`src/rtl/hzd_pkg.sv`:
```
package hzd_pkg;
  typedef enum logic [1:0] {
    OPSEL_FILE = 2'b00,
    OPSEL_MEMSTG = 2'b01,
    OPSEL_WBSTG = 2'b10
  } opsel_e;
endpackage

```
`src/rtl/hzd_match.sv`:
```
module hzd_match #(
  parameter int REG_W = 5
) (
  input  logic [REG_W-1:0] src,
  input  logic [REG_W-1:0] dst,
  input  logic             wr,
  output logic             hit
);
  // a producer counts only if it writes and does not target the zero register
  always_comb begin
    hit = wr && (dst != '0) && (dst == src);
  end
endmodule

```
`src/rtl/hzd_opsel.sv`:
```
module hzd_opsel
  import hzd_pkg::*;
#(
  parameter int REG_W = 5
) (
  input  logic             fwd_en,
  input  logic [REG_W-1:0] src,
  input  logic [REG_W-1:0] mem_dst,
  input  logic             mem_wr,
  input  logic             mem_ld,
  input  logic [REG_W-1:0] wb_dst,
  input  logic             wb_wr,
  output logic [1:0]       sel
);
  logic    hit_mem;
  logic    hit_wb;
  opsel_e  sel_e;

  hzd_match #(.REG_W(REG_W)) u_mem (.src(src), .dst(mem_dst), .wr(mem_wr), .hit(hit_mem));
  hzd_match #(.REG_W(REG_W)) u_wb  (.src(src), .dst(wb_dst),  .wr(wb_wr),  .hit(hit_wb));

  // younger memory-stage result wins; a load there has no usable data yet
  always_comb begin
    sel_e = OPSEL_FILE;
    if (fwd_en) begin
      if (hit_mem) begin
        sel_e = mem_ld ? OPSEL_FILE : OPSEL_MEMSTG;
      end else if (hit_wb) begin
        sel_e = OPSEL_WBSTG;
      end
    end
  end

  assign sel = sel_e;
endmodule

```
`src/rtl/hzd_stall.sv`:
```
module hzd_stall #(
  parameter int REG_W   = 5,
  parameter int NUM_SRC = 2
) (
  input  logic                           fwd_en,
  input  logic [NUM_SRC-1:0][REG_W-1:0]  srcs,
  input  logic [REG_W-1:0]               exe_dst,
  input  logic                           exe_wr,
  input  logic                           exe_ld,
  input  logic [REG_W-1:0]               mem_dst,
  input  logic                           mem_wr,
  output logic                           stall
);
  logic [NUM_SRC-1:0] hit_exe;
  logic [NUM_SRC-1:0] hit_mem;
  logic [NUM_SRC-1:0] need;

  for (genvar i = 0; i < NUM_SRC; i++) begin : g_src
    hzd_match #(.REG_W(REG_W)) u_exe (.src(srcs[i]), .dst(exe_dst), .wr(exe_wr), .hit(hit_exe[i]));
    hzd_match #(.REG_W(REG_W)) u_mem (.src(srcs[i]), .dst(mem_dst), .wr(mem_wr), .hit(hit_mem[i]));
    // bypass mode: only a load one stage ahead must wait
    // stall-only mode: wait until the producer reaches writeback
    assign need[i] = fwd_en ? (hit_exe[i] && exe_ld) : (hit_exe[i] || hit_mem[i]);
  end

  assign stall = |need;
endmodule

```
`src/rtl/hzd_ctrl.sv`:
```
module hzd_ctrl #(
  parameter int REG_W = 5
) (
  input  logic             clk,
  input  logic             rst,
  input  logic             fwd_en,
  input  logic [REG_W-1:0] dec_src_a,
  input  logic [REG_W-1:0] dec_src_b,
  input  logic [REG_W-1:0] exe_src_a,
  input  logic [REG_W-1:0] exe_src_b,
  input  logic [REG_W-1:0] exe_dst,
  input  logic             exe_wr,
  input  logic             exe_ld,
  input  logic [REG_W-1:0] mem_dst,
  input  logic             mem_wr,
  input  logic             mem_ld,
  input  logic [REG_W-1:0] wb_dst,
  input  logic             wb_wr,
  input  logic             wb_ld,
  output logic             pc_hold,
  output logic             ifid_hold,
  output logic             idex_bubble,
  output logic [1:0]       opsel_a,
  output logic [1:0]       opsel_b,
  output logic             wb_take_mem
);
  localparam int NUM_SRC = 2;

  logic [NUM_SRC-1:0][REG_W-1:0] dec_srcs;
  logic [NUM_SRC-1:0][REG_W-1:0] exe_srcs;
  logic [NUM_SRC-1:0][1:0]       sels;
  logic                          stall;

  assign dec_srcs = {dec_src_b, dec_src_a};
  assign exe_srcs = {exe_src_b, exe_src_a};

  hzd_stall #(.REG_W(REG_W), .NUM_SRC(NUM_SRC)) u_stall (
    .fwd_en (fwd_en),
    .srcs   (dec_srcs),
    .exe_dst(exe_dst),
    .exe_wr (exe_wr),
    .exe_ld (exe_ld),
    .mem_dst(mem_dst),
    .mem_wr (mem_wr),
    .stall  (stall)
  );

  for (genvar i = 0; i < NUM_SRC; i++) begin : g_op
    hzd_opsel #(.REG_W(REG_W)) u_sel (
      .fwd_en (fwd_en),
      .src    (exe_srcs[i]),
      .mem_dst(mem_dst),
      .mem_wr (mem_wr),
      .mem_ld (mem_ld),
      .wb_dst (wb_dst),
      .wb_wr  (wb_wr),
      .sel    (sels[i])
    );
  end

  // freeze the front and squash into execute as one action
  assign pc_hold     = stall;
  assign ifid_hold   = stall;
  assign idex_bubble = stall;
  assign opsel_a     = sels[0];
  assign opsel_b     = sels[1];
  assign wb_take_mem = wb_wr && wb_ld;

  // stall-only policy reads everything from the file
  assert_file_only_R4: assert property (@(posedge clk) disable iff (rst)
    !fwd_en |-> (opsel_a == 2'b00 && opsel_b == 2'b00));

  // select code 11 is unused
  assert_no_code3_R13: assert property (@(posedge clk) disable iff (rst)
    opsel_a != 2'b11 && opsel_b != 2'b11);

  // with bypassing, a stall needs a writing load in execute
  assert_fwd_stall_load_R5: assert property (@(posedge clk) disable iff (rst)
    (fwd_en && pc_hold) |-> (exe_ld && exe_wr));

  // memory-stage select needs a writing non-load producer
  assert_memsel_src_R6: assert property (@(posedge clk) disable iff (rst)
    (opsel_a == 2'b01) |-> (mem_wr && !mem_ld && mem_dst != '0));

  // zero sources never stall
  assert_zero_nostall_R1: assert property (@(posedge clk) disable iff (rst)
    (dec_src_a == '0 && dec_src_b == '0) |-> !pc_hold);

  // with no writer ahead in execute or memory, there is no stall
  assert_no_writer_R9: assert property (@(posedge clk) disable iff (rst)
    (!exe_wr && !mem_wr) |-> !idex_bubble);
endmodule

```
`config.mk`:
```
export PLATFORM = sky130hd
export DESIGN_NAME = hzd_ctrl
export DESIGN_NICKNAME = d
export VERILOG_FILES = /design/src/rtl/hzd_pkg.sv /design/src/rtl/hzd_match.sv /design/src/rtl/hzd_opsel.sv /design/src/rtl/hzd_stall.sv /design/src/rtl/hzd_ctrl.sv
export SDC_FILE = /design/constraint.sdc
export NUM_CORES = 1
export LEC_CHECK = 0
export ABC_AREA = 1
export BUFFER_PORTS_ARGS = -buffer_cell sky130_fd_sc_hd__clkbuf_2
export CAP_MARGIN = 10
export CORE_AREA = 2 2 48 50
export DETAILED_ROUTE_END_ITERATION = 10
export DIE_AREA = 0 0 50 52
export PLACE_DENSITY = 0.82
export REMOVE_ABC_BUFFERS = 1
export SLEW_MARGIN = 20
export SYNTH_ARGS = -nofsm -noshare
export SYNTH_HDL_FRONTEND = slang
export SYNTH_SLANG_ARGS = --single-unit
```
`constraint.sdc`:
```
create_clock -name vclk -period 0.8
set_input_delay 0.04 -clock vclk [all_inputs]
set_output_delay 0.04 -clock vclk [all_outputs]
set_load 0.02 [all_outputs]
```
==> impl_metrics.py, run 1 <==
metrics = {
    "synthesis": {
        "syn_area_sq_um": 800,
        "synth_top_cell_by_area": "nand2_1",
        "synthTopCellsByArea": "nand2_1 36%, xnor2_1 15%, inv_1 13%",
        "yosysSeqAreaShare_pct": 0,
        "avgSynthCellArea_sq_um": 4.62,
        "netlist_instances": 173,
        "netlist-cell-type-count": 16,
        "yosysWarnings": 0,
        "synth_top_area_share_pct": 35.7,
    },
    "final_layout": {
        "seqCellArea_sq_um": 0,
        "seq_cell_count": 0,
        "final-instance-count-excl-fill": 246,
        "nClkBuffers": 0,
        "diodes": 0,
        "syn_to_final_growth_pct": 75.9,
        "nets": 264,
        "drive_gt1_share_pct": 42.7,
        "fin_util_pct": 66.8,
    },
    "worst_setup_path": {
        "critPathArrivalTime_ns": 0.88,
        "critPathKind": "in2out",
        "critical_path_required_ns": 0.76,
        "cp_max_fo": 3,
        "cp_cell_sequence": "clkbuf_2, inv_2, nand2_1, nand2_1, nor2_1, nand3_1, nand2_1, nand2_2, nand2_4, buf_8",
        "endpoint_kind": "primary output",
        "path_buf_inv": 3,
        "start_kind": "input port",
        "path_common_cell": "nand2_1",
        "cpPeakStageDelay_ns": 0.13,
        "cp_top_family": "simple AND/OR/NAND/NOR gates",
        "worst_path_max_delay_cell": "nor2_1",
    },
    "power_and_ir_drop": {
        "switching_power_uw": 347,
        "switching_share_pct": 48.4,
        "vdd_drop_max_v": 0.000276,
        "combPwrFrac_pct": 100.0,
        "power.density_nw_per_um2": 510,
        "p_leak_uw": 0.000821,
        "p_int_uw": 370,
        "pwr-share-seq_pct": 0,
        "pwr-share-clk_pct": 0,
    },
    "floorplan": {
        "die_h_microns": 52,
        "core_area_sq_um": 2110,
        "rows": 17,
        "die_w_microns": 50,
        "die_area_sq_um": 2600,
        "initial_core_util_pct": 38.0,
        "io_pins": 52,
    },
    "run_status": {
        "status": "finished, violations left",
        "violations": "setup timing",
    },
    "min_path": {
        "holdPathEnd": "wb_take_mem",
        "hold_path.class": "in2out",
        "holdPathStages": 4,
        "min_from": "wb_ld",
    },
    "global_routing": {
        "grt_usage_pct": 18.4,
        "grt_pass1_wl_microns": 3890,
        "antenna_found_initial": 0,
        "grt_pass1_vias": 993,
        "grt_start_max_net_pins": 7,
        "grt-ovfl-total": 0,
    },
    "place": {
        "dp.cells": 246,
        "dp_hpwl_microns": 1980,
        "portBuffers": 50,
        "dp_slack_ns": -0.196,
        "place_congestion": 0.860,
    },
    "sta": {
        "tightestPinTransition_ns": 0.207,
        "rsz0062_at_grt": "true",
        "layout_setup_ws_ns": -0.119,
        "min_period_over_period_pct": 115,
        "min_period_ns": 0.919,
        "drv_slew": 0,
        "setup_viol": 7,
        "relSlewSlack_pct": 86.1,
        "hold_viol_final": 0,
        "clock.fmax_ghz": 1.09,
    },
    "cts": {
        "postCtsSetupBuffers": 0,
        "postCtsHoldBufs": 0,
    },
    "routing": {
        "drtPass1Iterations": 4,
        "ant_nets": 0,
        "routed_wirelength_microns": 2490,
        "routedWlPerCell_microns": 10.1,
        "detail_route.vias_per_cell": 4.63,
        "drt_drc_violations_left": 0,
        "drt_iter0_drc": 11,
        "via_count": 1140,
    },
    "run": {
        "drv_cap": 0,
    },
}
## per-layer routing
metal	GRT usage (%)	part of all wire (%)	vias to the layer above
li1	-	-	604
met1	20.8	41	494
met2	39.0	54	42
met3	1.15	5.2	0
met4	0	0	0
met5	0	0	-
## stage by stage
step / hold WS [ns] / cell area (sq um) / setup TNS, ns / total power [uW]
finish: 0.372 / 1410 / -0.666 / 717
global route: 0.380 / 1410 / -1.16 / 780
CTS: 0.372 / 1290 / -0.718 / 640
detailed placement: 0.371 / 1040 / -1.18 / 504
global placement: 0.369 / 1040 / -1.05 / 497
floorplan: 0.202 / 743 / -0.150 / 280
## Yosys cell counts, drive strengths merged
master / count
nand2: 77
inv: 32
nor2: 19
xnor2: 14
nand3: 9
buf: 6
nor3: 6
o21ai: 5
nand4: 2
o211ai: 1
or2: 1
xor2: 1
## power by group through the flow
stage                     Clock [uW]  Sequential, uW  Combinational [uW]
after CTS                          0               0                 640
after detailed placement           0               0                 504
after global routing               0               0                 780
after floorplan                    0               0                 280
after global placement             0               0                 497
final                              0               0                 717
## cell type report
type | instances | area (sq um)
inverter | 32 | 125
timing repair buffer | 51 | 475
fill | 186 | 699
multi-input combinational | 135 | 771
tap | 28 | 35.0
## worst min-delay path, stage by stage
cell,delay (ns)
clkbuf_2,0.08
nand2_1,0.04
inv_1,0.03
clkbuf_2,0.14
## worst max path at each step
stage | start | slack, ns | to | cells after the start
2_1_floorplan | exe_dst[1] | -0.05 | idex_bubble | 8
3_3_place_gp | mem_dst[0] | -0.18 | idex_bubble | 10
3_5_place_dp | mem_dst[0] | -0.20 | ifid_hold | 10
4_1_cts | exe_dst[1] | -0.12 | ifid_hold | 8
5_1_grt | exe_src_a[0] | -0.22 | opsel_a[0] | 7
6_report | dec_src_a[0] | -0.12 | idex_bubble | 10
## cell families after synthesis
logic type / count (synthesis) / synth area share (%)
and+or+nand+nor: 114 / 57.4
buffers and inverters: 38 / 22.1
xor gates and xnor gates: 15 / 16.4
AOI/OAI and AO/OA: 6 / 4.07
## cell usage in the layout (no fill, tap or decap)
cell       count
xor2_1         1
o211ai_1       1
nor2_4         1
nor3_1         2
inv_1         18
nor2_2         4
clkbuf_16      3
nor2_1        14
buf_8          5
nand4_1        2
inv_2         12
nand2_1       68
inv_4          2
nand2_4        1
o21ai_1        2
xnor2_1        6
o21ai_0        3
xnor2_4        2
xnor2_2        6
or2_2          1
nor3_2         4
buf_6          5
clkbuf_8       7
nand2_2        8
buf_2          1
clkbuf_2      23
nand3_1        8
nand3_2        1
buf_4          7
## what timing repair did
item / in CTS / in global routing
setup endpoints to repair: 7 / 7
pin swaps: 15 / 24
gates cloned: 0 / 0
gates resized for setup: 50 / 51
No activity file was read; power rests on OpenSTA's default activity.
==> inputs of run 2 (changes only) <==
CORE_AREA = 2 2 46 48   (was 2 2 48 50)
DIE_AREA = 0 0 48 50   (was 0 0 50 52)
PLACE_DENSITY = 0.85   (was 0.82)
clock period = 1.1 ns   (was 0.8 ns; I/O delays follow)
==> run 2 against run 1 <==
Net effect: cell count fell by 0.81%; via count fell by 6.8%; final area fell by 26%; sequential share of layout area did not move; wire length fell by 20%; worst hold slack improved by 0.045 ns; critical path depth fell by 2; clock-buffer cell count did not move; the run now ends clean; first-iteration DRC count rose by 110%.
==> impl_metrics.py, run 2 (synthesized netlist as in run 1, its figures left out) <==
metrics = {
    "run_status": {
        "status": "completed",
    },
    "floorplan": {
        "die_area_sq_um": 2400,
        "core_area_sq_um": 1900,
        "initial_core_util_pct": 42.0,
        "die_w_microns": 48,
        "io_pins": 52,
        "rows": 16,
        "die_h_microns": 50,
    },
    "power_and_ir_drop": {
        "switching_share_pct": 55.3,
        "p_leak_uw": 0.000699,
        "power.density_nw_per_um2": 349,
        "vdd_drop_max_v": 0.000147,
        "combPwrFrac_pct": 100.0,
        "switching_power_uw": 200,
        "pwr-share-clk_pct": 0,
        "p_total_uw": 362,
        "pwr-share-seq_pct": 0,
        "p_int_uw": 162,
    },
    "sta": {
        "finalSetupTns_ns": 0,
        "whs_ns": 0.417,
        "layout_setup_ws_ns": 0.0957,
        "min_period_over_period_pct": 91.3,
        "rsz0062_at_grt": "false",
        "tightestPinTransition_ns": 0.193,
        "clock.fmax_ghz": 0.996,
        "setup_viol": 0,
        "hold_viol_final": 0,
        "min_period_ns": 1.00,
        "relSlewSlack_pct": 87.0,
        "drv_slew": 0,
    },
    "final_layout": {
        "seqCellArea_sq_um": 0,
        "final_area_sq_um": 1040,
        "nets": 263,
        "nFillCells": 214,
        "final_common_cell": "nand2_1",
        "nClkBuffers": 0,
        "diodes": 0,
        "seq_cell_count": 0,
        "multi_input_area_sq_um": 623,
        "final_cell_mix": "76 x nand2_1, 43 x clkbuf_2, 27 x inv_1",
        "drive_gt1_share_pct": 26.7,
        "syn_to_final_growth_pct": 29.7,
    },
    "routing": {
        "detail_route.vias_per_cell": 4.36,
        "routed_wirelength_microns": 2000,
        "routedWlPerCell_microns": 8.18,
        "via_count": 1063,
        "drt_drc_violations_left": 0,
        "drtPass1Iterations": 4,
        "drt_iter0_drc": 23,
        "ant_nets": 0,
    },
    "place": {
        "dp_hpwl_microns": 1800,
        "place_congestion": 0.846,
        "portBuffers": 50,
        "dp_slack_ns": 0.0953,
        "place_area_sq_um": 1030,
    },
    "global_routing": {
        "grt_start_max_net_pins": 7,
        "grt_usage_pct": 17.5,
        "grt_pass1_vias": 883,
        "antenna_found_initial": 0,
        "grt-ovfl-total": 0,
        "grt_pass1_wl_microns": 3350,
    },
    "worst_setup_path": {
        "critPathKind": "in2out",
        "path_buf_inv": 3,
        "worst_path_max_delay_cell": "nor3_1",
        "start_kind": "input port",
        "cpPeakStageDelay_ns": 0.21,
        "endpoint_kind": "primary output",
        "critical_path_required_ns": 1.04,
        "critPathArrivalTime_ns": 0.95,
        "cp.depth": 8,
        "cp_max_fo": 3,
        "cp_top_family": "simple AND/OR/NAND/NOR gates",
        "cp_cell_sequence": "clkbuf_2, inv_1, nand2_1, nand2_1, nor3_1, nand3_1, nor2_1, clkbuf_2",
        "crit_path_end": "opsel_a[1]",
        "crit_start": "wb_dst[4]",
    },
    "cts": {
        "postCtsHoldBufs": 0,
    },
    "run": {
        "drv_cap": 0,
    },
    "min_path": {
        "hold_path.class": "in2out",
        "holdPathStages": 4,
        "min_from": "wb_ld",
    },
}
==> run 2: cell count changes in the layout (fill, tap and decap cells not counted), moves of 5 or more <==
cell | previous run | this run
clkbuf_2 | 23 | 43
inv_1 | 18 | 27
nand2_1 | 68 | 76
xnor2_1 | 6 | 14
clkbuf_8 | 7 | 0
inv_2 | 12 | 5
nand2_2 | 8 | 1
xnor2_2 | 6 | 0
buf_6 | 5 | 0
buf_8 | 5 | 0
==> run 2: worst min path at each step <==
stage and to:
3_5_place_dp wb_take_mem, 2_1_floorplan wb_take_mem, 3_3_place_gp wb_take_mem, 5_1_grt wb_take_mem, 6_report wb_take_mem, 4_1_cts wb_take_mem
==> run 2: per-stage QoR <==
step,cells,utilization [%]
floorplan,167,-
global placement,244,54.0
detailed placement,244,54.0
CTS,244,54.0
global route,244,54.5
finish,244,54.5
==> run 2: layer usage <==
metal	track usage [%]	vias to the layer above	share of wire, %
met4	0.450	0	0
met5	0	-	0
li1	-	599	-
met3	0.733	0	6.3
met2	30.2	34	47
met1	24.6	430	47
==> run 2: layout make-up <==
class / count / area share [%]
timing repair buffer: 50 / 25.1
inverter: 32 / 11.6
tap: 27 / 3.26
multi-input combinational: 135 / 60.1
==> run 2: what timing repair did <==
item	CTS	global route
resized for setup	0	11
buffers inserted	0	0
setup endpoints to repair	0	5
==> run 2: tightest hold or removal path, stage by stage <==
cell	delay [ns]
clkbuf_2	0.08
nand2_1	0.05
inv_1	0.03
clkbuf_2	0.14
==> run 2: power by group through the flow <==
stage,clock network (uW),logic [uW],registers (uW)
global route,0,415,0
detailed placement,0,358,0
finish,0,362,0
global placement,0,353,0
CTS,0,359,0
floorplan,0,204,0
==> inputs of run 3 (changes only) <==
CORE_AREA = 2 2 44 46   (was 2 2 46 48)
DIE_AREA = 0 0 46 48   (was 0 0 48 50)
PLACE_DENSITY = 0.92   (was 0.85)
==> run 3 against run 2 <==
Net effect: sequential cell count unchanged; via count about the same; clock-buffer cell count stayed put; worst hold slack lost 0.0087 ns; critical path type unchanged; combinational power is 1% higher; largest power group unchanged; cell count is 4.1% lower; critical endpoint unchanged.
==> impl_metrics.py, run 3 (synthesized netlist as in run 1, its figures left out) <==
metrics = {
    "cts": {
        "postCtsSetupBuffers": 0,
    },
    "worst_setup_path": {
        "critical_path_required_ns": 1.04,
        "critPathKind": "in2out",
        "cpPeakStageDelay_ns": 0.23,
        "cp_max_fo": 6,
        "cp_cell_sequence": "clkbuf_2, nor2_1, nand4_1, nand2_2, nor3_1, nor2_1, clkbuf_2",
        "start_kind": "input port",
        "worst_path_max_delay_cell": "nor3_1",
        "critPathArrivalTime_ns": 0.96,
        "endpoint_kind": "primary output",
    },
    "power_and_ir_drop": {
        "power.density_nw_per_um2": 357,
        "switching_power_uw": 204,
        "switching_share_pct": 55.7,
        "p_int_uw": 163,
        "pwr-share-seq_pct": 0,
        "combPwrFrac_pct": 100.0,
        "p_leak_uw": 0.000704,
        "pwr-share-clk_pct": 0,
        "vdd_drop_max_v": 0.000167,
    },
    "global_routing": {
        "grt_pass1_wl_microns": 3220,
        "grt_usage_pct": 18.9,
        "grt_pass1_vias": 899,
        "antenna_found_initial": 0,
        "grt_start_max_net_pins": 7,
        "grt-ovfl-total": 0,
    },
    "routing": {
        "detail_route.vias_per_cell": 4.54,
        "via_count": 1062,
        "routed_wirelength_microns": 2140,
        "routedWlPerCell_microns": 9.14,
        "drtPass1Iterations": 4,
        "ant_nets": 0,
        "drt_iter0_drc": 13,
        "drt_drc_violations_left": 0,
    },
    "final_layout": {
        "final-instance-count-excl-fill": 234,
        "final_cell_mix": "76 x nand2_1, 45 x clkbuf_2, 27 x inv_1",
        "final_area_sq_um": 1030,
        "nFillCells": 197,
        "seq_cell_count": 0,
        "syn_to_final_growth_pct": 28.8,
        "fin_util_pct": 61.0,
        "seqCellArea_sq_um": 0,
        "nets": 263,
        "multi_input_area_sq_um": 631,
        "nClkBuffers": 0,
        "final_common_cell": "nand2_1",
        "diodes": 0,
        "drive_gt1_share_pct": 27.2,
    },
    "place": {
        "dp.cells": 234,
        "place_area_sq_um": 1010,
        "dp_hpwl_microns": 1920,
        "place_congestion": 0.792,
        "portBuffers": 50,
    },
    "min_path": {
        "holdPathEnd": "wb_take_mem",
        "min_from": "wb_ld",
        "hold_path.class": "in2out",
        "holdPathStages": 4,
    },
    "run": {
        "drv_cap": 0,
    },
    "sta": {
        "drv_slew": 0,
        "whs_ns": 0.408,
        "min_period_over_period_pct": 92.1,
        "clock.fmax_ghz": 0.987,
        "rsz0062_at_grt": "true",
        "setup_viol": 0,
        "min_period_ns": 1.01,
        "hold_viol_final": 0,
        "relSlewSlack_pct": 84.1,
        "tightestPinTransition_ns": 0.235,
    },
    "floorplan": {
        "core_area_sq_um": 1690,
        "die_h_microns": 48,
        "rows": 15,
        "die_w_microns": 46,
        "io_pins": 52,
        "die_area_sq_um": 2210,
        "initial_core_util_pct": 47.3,
    },
    "run_status": {
        "status": "completed",
    },
}
-- run 3: cell type report --
type / instances / area share (%)
timing repair buffer: 50 / 25.0
multi-input combinational: 135 / 61.2
tap: 17 / 2.07
inverter: 32 / 11.7
-- run 3: power groups by stage --
stage | Clock (uW) | Sequential, uW | Combinational, uW
6_report | 0 | 0 | 367
3_5_place_dp | 0 | 0 | 358
4_1_cts | 0 | 0 | 359
3_3_place_gp | 0 | 0 | 350
2_1_floorplan | 0 | 0 | 204
5_1_grt | 0 | 0 | 418
-- run 3: critical path, delay by kind of cell --
family | cells | cell delay, ns
AND/OR/NAND/NOR | 5 | 0.56
buffers and inverters | 2 | 0.34
-- run 3: worst max-delay path by stage --
stage | from | endpoint | slack [ns]
after CTS | mem_dst[0] | opsel_b[0] | 0.1
after global routing | mem_dst[4] | ifid_hold | -0.03
final | mem_dst[0] | opsel_a[1] | 0.09
after detailed placement | mem_dst[4] | opsel_a[1] | 0.11
after floorplan | exe_dst[1] | idex_bubble | 0.22
after global placement | mem_dst[2] | opsel_b[0] | 0.11
-- run 3: repair_timing --
action	in CTS	in global routing
hold buffers	0	0
resized for setup	0	9
endpoints found under the setup margin	0	4
-- run 3: routing by layer --
metal / wire length (microns) / part of all wire, % / track usage [%]
met4: 0 / 0 / 0
met2: 1160 / 54 / 40.6
met5: 0 / 0 / 0
met1: 920 / 43 / 21.8
met3: 63 / 2.9 / 0
-- run 3: metrics by stage --
stage	power [uW]	setup slack, ns	setup TNS [ns]
global route	418	-0.0294	-0.0813
floorplan	204	0.220	0
detailed placement	358	0.107	0
finish	367	0.0864	0
global placement	350	0.110	0
CTS	359	0.0980	0
